--- src/rtl/pio_port_bridge.sv ---
module pio_port_bridge (
  input  logic        clk,
  input  logic        rst_n,
  input  logic [3:0]  cpu_addr,
  input  logic [7:0]  cpu_wdata,
  input  logic        cpu_wr,
  input  logic        cpu_rd,
  output logic [7:0]  cpu_rdata,
  output logic        irq,
  output logic        seq_req,
  output logic        seq_we,
  output logic [2:0]  seq_addr,
  output logic        seq_wide,
  output logic [15:0] seq_wdata,
  input  logic        seq_done,
  input  logic [15:0] seq_rdata
);
  typedef enum logic [1:0] {K_FG = 2'd0, K_POST = 2'd1, K_PF = 2'd2} kind_t;

  logic        req_q, we_q;
  logic [2:0]  addr_q;
  logic [15:0] wdata_q;
  kind_t       kind_q;
  logic        pend_v, pend_we;
  logic [2:0]  pend_addr;
  logic [15:0] pend_wdata;
  logic        pf_v;
  logic [15:0] pf_data;
  logic        avail_q, stat_q, ien, pf_en, post_en;
  logic [7:0]  lo_q, hi_q;

  wire        acc     = (cpu_wr | cpu_rd) & ~cpu_addr[3];
  wire        acc_dp  = cpu_addr[2:0] == 3'd0;
  wire [15:0] acc_wd  = acc_dp ? {hi_q, cpu_wdata} : {8'h00, cpu_wdata};
  wire        take    = acc & avail_q;
  wire        fin     = req_q & seq_done;
  wire        dp_rd   = take & ~cpu_wr & acc_dp & pf_en;
  wire        hit     = dp_rd & pf_v;
  wire        claim   = dp_rd & req_q & (kind_q == K_PF);
  wire        norm    = take & ~hit & ~claim;
  wire        hold    = norm & req_q & ~fin;
  wire        fg_fin  = fin & (kind_q == K_FG);
  wire        pf_next = fg_fin & ~we_q & (addr_q == 3'd0) & pf_en;
  wire        pend_go = fin & (kind_q != K_FG) & pend_v;
  wire        w1c     = cpu_wr & (cpu_addr == 4'hA) & cpu_wdata[0];

  logic        iss, i_pf, i_we;
  logic [2:0]  i_addr;
  logic [15:0] i_wd;
  kind_t       i_kind;

  always_comb begin
    iss = 1'b0; i_pf = 1'b0; i_we = 1'b0; i_addr = 3'd0; i_wd = 16'h0;
    if (hit || (claim && fin) || pf_next) begin
      iss = 1'b1; i_pf = 1'b1;
    end else if (norm && !hold) begin
      iss = 1'b1; i_we = cpu_wr; i_addr = cpu_addr[2:0]; i_wd = acc_wd;
    end else if (pend_go) begin
      iss = 1'b1; i_we = pend_we; i_addr = pend_addr; i_wd = pend_wdata;
    end
    if (i_pf) i_kind = K_PF;
    else if (i_we && i_addr == 3'd0 && post_en) i_kind = K_POST;
    else i_kind = K_FG;
  end

  always_ff @(posedge clk) begin
    if (!rst_n) begin
      req_q <= 1'b0; we_q <= 1'b0; addr_q <= 3'd0; wdata_q <= 16'h0; kind_q <= K_FG;
      pend_v <= 1'b0; pend_we <= 1'b0; pend_addr <= 3'd0; pend_wdata <= 16'h0;
      pf_v <= 1'b0; pf_data <= 16'h0;
      avail_q <= 1'b1; stat_q <= 1'b0; ien <= 1'b0; pf_en <= 1'b0; post_en <= 1'b0;
      lo_q <= 8'h00; hi_q <= 8'h00;
    end else begin
      if (iss) begin
        req_q <= 1'b1; we_q <= i_we; addr_q <= i_addr; wdata_q <= i_wd; kind_q <= i_kind;
      end else if (fin) req_q <= 1'b0;
      else if (claim) kind_q <= K_FG;

      if (hold || (claim && !fin)) begin
        avail_q <= 1'b0; stat_q <= 1'b0;
      end else if (iss && !i_pf) begin
        avail_q <= i_kind == K_POST; stat_q <= i_kind == K_POST;
      end else if (hit || (claim && fin) || fg_fin) begin
        avail_q <= 1'b1; stat_q <= 1'b1;
      end else if (w1c) stat_q <= 1'b0;

      if (hold) begin
        pend_v <= 1'b1; pend_we <= cpu_wr; pend_addr <= cpu_addr[2:0]; pend_wdata <= acc_wd;
      end else if (pend_go) pend_v <= 1'b0;

      if (norm || hit) pf_v <= 1'b0;
      else if (fin && kind_q == K_PF && !pend_v && !take) begin
        pf_v <= 1'b1; pf_data <= seq_rdata;
      end

      if (cpu_wr && cpu_addr == 4'h9) hi_q <= cpu_wdata;
      if (cpu_wr && cpu_addr == 4'hB) {post_en, pf_en, ien} <= cpu_wdata[2:0];
      if (hit) {hi_q, lo_q} <= pf_data;
      else if (claim && fin) {hi_q, lo_q} <= seq_rdata;
      else if (fg_fin && !we_q) begin
        lo_q <= seq_rdata[7:0];
        if (addr_q == 3'd0) hi_q <= seq_rdata[15:8];
      end
    end
  end

  always_comb begin
    case (cpu_addr)
      4'h8:    cpu_rdata = lo_q;
      4'h9:    cpu_rdata = hi_q;
      4'hA:    cpu_rdata = {6'd0, avail_q, stat_q};
      4'hB:    cpu_rdata = {5'd0, post_en, pf_en, ien};
      default: cpu_rdata = 8'h00;
    endcase
  end

  assign irq       = stat_q & ien;
  assign seq_req   = req_q;
  assign seq_we    = we_q;
  assign seq_addr  = addr_q;
  assign seq_wide  = addr_q == 3'd0;
  assign seq_wdata = wdata_q;
endmodule

--- config.mk ---
export PLATFORM = sky130hd
export DESIGN_NAME = pio_port_bridge
export DESIGN_NICKNAME = d
export VERILOG_FILES = /design/src/rtl/pio_port_bridge.sv
export SDC_FILE = /design/constraint.sdc
export NUM_CORES = 1
export LEC_CHECK = 0
export ABC_AREA = 1
export ABC_CLOCK_PERIOD_IN_PS = 2800
export BUFFER_PORTS_ARGS = -buffer_cell sky130_fd_sc_hd__buf_2
export CORE_ASPECT_RATIO = 1.5
export CORE_MARGIN = 4
export CORE_UTILIZATION = 62
export CTS_BUF_LIST = sky130_fd_sc_hd__clkbuf_4
export CTS_CLUSTER_SIZE = 30
export DETAILED_ROUTE_END_ITERATION = 7
export HOLD_SLACK_MARGIN = 0.02
export PLACE_DENSITY = 0.95
export REMOVE_ABC_BUFFERS = 1
export SLEW_MARGIN = 20
export SYNTH_ARGS = -nofsm -noshare
export SYNTH_HDL_FRONTEND = slang
export SYNTH_SLANG_ARGS = --single-unit
--- constraint.sdc ---
create_clock -name clk -period 2.8 [get_ports clk]
set_input_delay 0.28 -clock clk [delete_from_list [all_inputs] [get_ports clk]]
set_output_delay 0.28 -clock clk [all_outputs]
set_load 0.02 [all_outputs]
==> run_results.csv <==
group,metric,value,unit
global_route,antenna_found_initial,0,
timing,setup_slack,0.7411,ns
placed_design,gp_congestion,1.003,
timing,tns,0,ns
logic_synthesis,ys_ff_latch,82,
placed_design,io_buffers,63,
placed_design,place_ws,0.5872,ns
cts,clock-root-buffer,"clkbuf_4",
floorplanning,die_w,71.72,um
floorplanning,die_h,103.6,um
finish,layout_common_cells,"nand2_1, dfxtp_1, o21ai_0",
timing,slew_viol_final,0,
timing,rsz0062_at_grt,"no",
timing,worst_slew_pin_slew,0.5768,ns
logic_synthesis,syn_area,0.003776,sq mm
finish,area_growth,12.59,%
worst_setup_path,critical_path_class,"flip-flop to flip-flop",
worst_setup_path,crit_top_cell,"nand2_1",
timing,hold_ws,0.1007,ns
global_route,grt_pass1_wl,15790,um
finish,diodes,0,
timing,finalCritPeriodShare,0.7353,
global_route,grt_usage,0.2600,
job,maxCapViolCount,0,
timing,hold_viol,0,
routing,routed-via-count,3648,
routing,initialDrtViolationCount,172,
cts,clock_path_buffers,2,
cts,cts_sinks,82,
global_route,grt_max_degree,51,
worst_setup_path,cp_top_family,"simple AND/OR/NAND/NOR gates",
timing,min_period,2.059,ns
global_route,globalRouteOverflowTotal,0,
finish,mostFrequentLayoutCell,"nand2_1",
timing,finalClockSkew,0.01971,ns
hold_path,hold_depth,3,
logic_synthesis,ys_warn_count,0,
routing,vias_per_cell,5.502,
timing,slew_headroom,0.6134,
floorplanning,core_area,0.005871,sq mm
worst_setup_path,max_stage_delay,0.39,ns
routing,first_pass_iters,5,
worst_setup_path,path_max_fanout,33,
placed_design,dpl.hpwl,7027,um
routing,wire_per_inst,14.10,um
worst_setup_path,crit_arrival,2.38,ns
cts,insertion_delay,0.41,ns
floorplanning,pin_count,64,
worst_setup_path,path_depth,11,
timing,setup_viol,0,
worst_setup_path,cp-end-kind,"flip-flop",
hold_path,hp-class,"input port to flip-flop",
logic_synthesis,postSynthCellCount,529,
finish,nFillCells,489,
logic_synthesis,ys_types,30,
floorplanning,initial_core_util,0.6432,
logic_synthesis,syn_avg_cell_area,7.138,sq um
worst_setup_path,cp_slowest_cell,"dfxtp_1",
timing,max_freq,485.7,MHz
floorplanning,die_area,0.007429,sq mm
global_route,grt_pass1_vias,3511,
worst_setup_path,reg2reg_depth,11,
cts,cts.htree.levels,3,
cts,post_cts_resized,0,
cts,postCtsSetupBuffers,0,
finish,nNetsFinal,619,
worst_setup_path,crit_buf_inv,2,
cts,tritoncts,"built",
cts,numCtsBuffers,9,
worst_setup_path,worstSetupStartpointType,"flip-flop",
power_and_ir_drop,peakVddDrop,504.3,uV
finish,drive_above_1_share,0.1760,
worst_setup_path,cp.required,3.13,ns
routing,drcViolationCount,0,
power_and_ir_drop,power_density,504.5,mW/mm^2
finish,final_util,0.7242,
floorplanning,placementRows,34,
routing,ant_nets,0,
logic_synthesis,seq_area_frac_synth,0.4347,
cts,clk_pin_slew,0.13,ns
routing,drt_wl_total,9346,um
outcome,status,"completed",
worst_setup_path,worstPathCellList,"nand2_1, nor2_4, inv_2, a21oi_4, nand3_4, buf_4, o21ai_1, nand3_1, nor2_1, nand2_1, a21oi_1",
power_and_ir_drop,finalPower,0.002145,W
cts,cts_hold_buf,0,
power_and_ir_drop,leakage,1.761,nW
-- layout make-up --
cell class | instances | area, sq um | area share
sequential | 82 | 1642 | 0.3861
tap | 72 | 90.09 | 0.02119
timing repair buffer | 75 | 405.4 | 0.09535
clock buffer | 9 | 67.56 | 0.01589
multi-input combinational | 361 | 1797 | 0.4226
inverter | 57 | 214.0 | 0.05032
clock inverter | 7 | 36.28 | 0.008534
-- synth_stat cells, drive strengths merged --
cell,number,share of area
o21ai,78,0.10
a21oi,66,0.093
a211oi,1,0.0020
o211ai,16,0.032
nand3,30,0.046
nor2,37,0.041
a31oi,8,0.013
clkbuf,20,0.020
o21bai,1,0.0020
inv,57,0.057
nor3,8,0.015
buf,9,0.013
nand4,6,0.012
o221ai,1,0.0023
nand2,106,0.11
dfxtp,82,0.43
o21a,1,0.0020
o2111ai,2,0.0046
-- worst paths after layout --
| kind | from | to | slack (ns) |
|---|---|---|---|
| worst max-delay path | avail_q$_SDFFE_PN1P_ | kind_q[0]$_SDFFE_PN0P_ | 0.74 |
| worst min-delay path | seq_rdata[14] | pf_data[14]$_SDFFE_PN0P_ | 0.10 |
| worst max register to register | avail_q$_SDFFE_PN1P_ | kind_q[0]$_SDFFE_PN0P_ | 0.74 |
| worst min register to register | pend_wdata[1]$_SDFFE_PN0P_ | pend_wdata[1]$_SDFFE_PN0P_ | 0.45 |
-- state kept, by name, summed over array words and instances, names as in the netlist --
name	count
pend_wdata	16
seq_we	1
hi_q	8
seq_addr	3
post_en	1
pend_v	1
kind_q	2
pf_en	1
stat_q	1
seq_wdata	16
seq_req	1
ien	1
lo_q	8
pf_v	1
avail_q	1
pf_data	16
pend_addr	3
pend_we	1
-- logic make-up (layout without fill, tap and decap cells) --
logic type | after synthesis | count (layout) | share of synthesized area
AO/OA/AOI/OAI | 174 | 174 | 0.2548
buffers and inverters | 86 | 148 | 0.08946
flip-flops | 82 | 82 | 0.4347
AND/OR/NAND/NOR | 187 | 187 | 0.2210
-- report_power, final --
part,internal (W),switching [W]
Sequential,0.00122,0.0000304
Clock,0.000171,0.000384
Combinational,0.000118,0.000221
Total,0.00151,0.000635
-- metrics by stage --
| stage | cells | area (sq um) |
|---|---|---|
| 2_1_floorplan | 500 | 3652 |
| 3_3_place_gp | 647 | 4148 |
| 3_5_place_dp | 647 | 4148 |
| 4_1_cts | 663 | 4252 |
| 5_1_grt | 663 | 4252 |
| 6_report | 663 | 4252 |
-- worst min-delay path, stage by stage --
cell,delay (ns)
buf_2,0.09
nor2_1,0.04
nor2_1,0.08
-- per-layer routing --
| metal | wire length [um] | vias up | track usage | share of wire |
|---|---|---|---|---|
| li1 | - | 1885 | - | - |
| met1 | 3903 | 1668 | 0.3049 | 0.42 |
| met2 | 4977 | 81 | 0.4520 | 0.53 |
| met3 | 308 | 14 | 0.04845 | 0.033 |
| met4 | 157 | 0 | 0.1102 | 0.017 |
| met5 | 0 | - | 0 | 0 |
No activity file was read; power rests on OpenSTA's default activity.
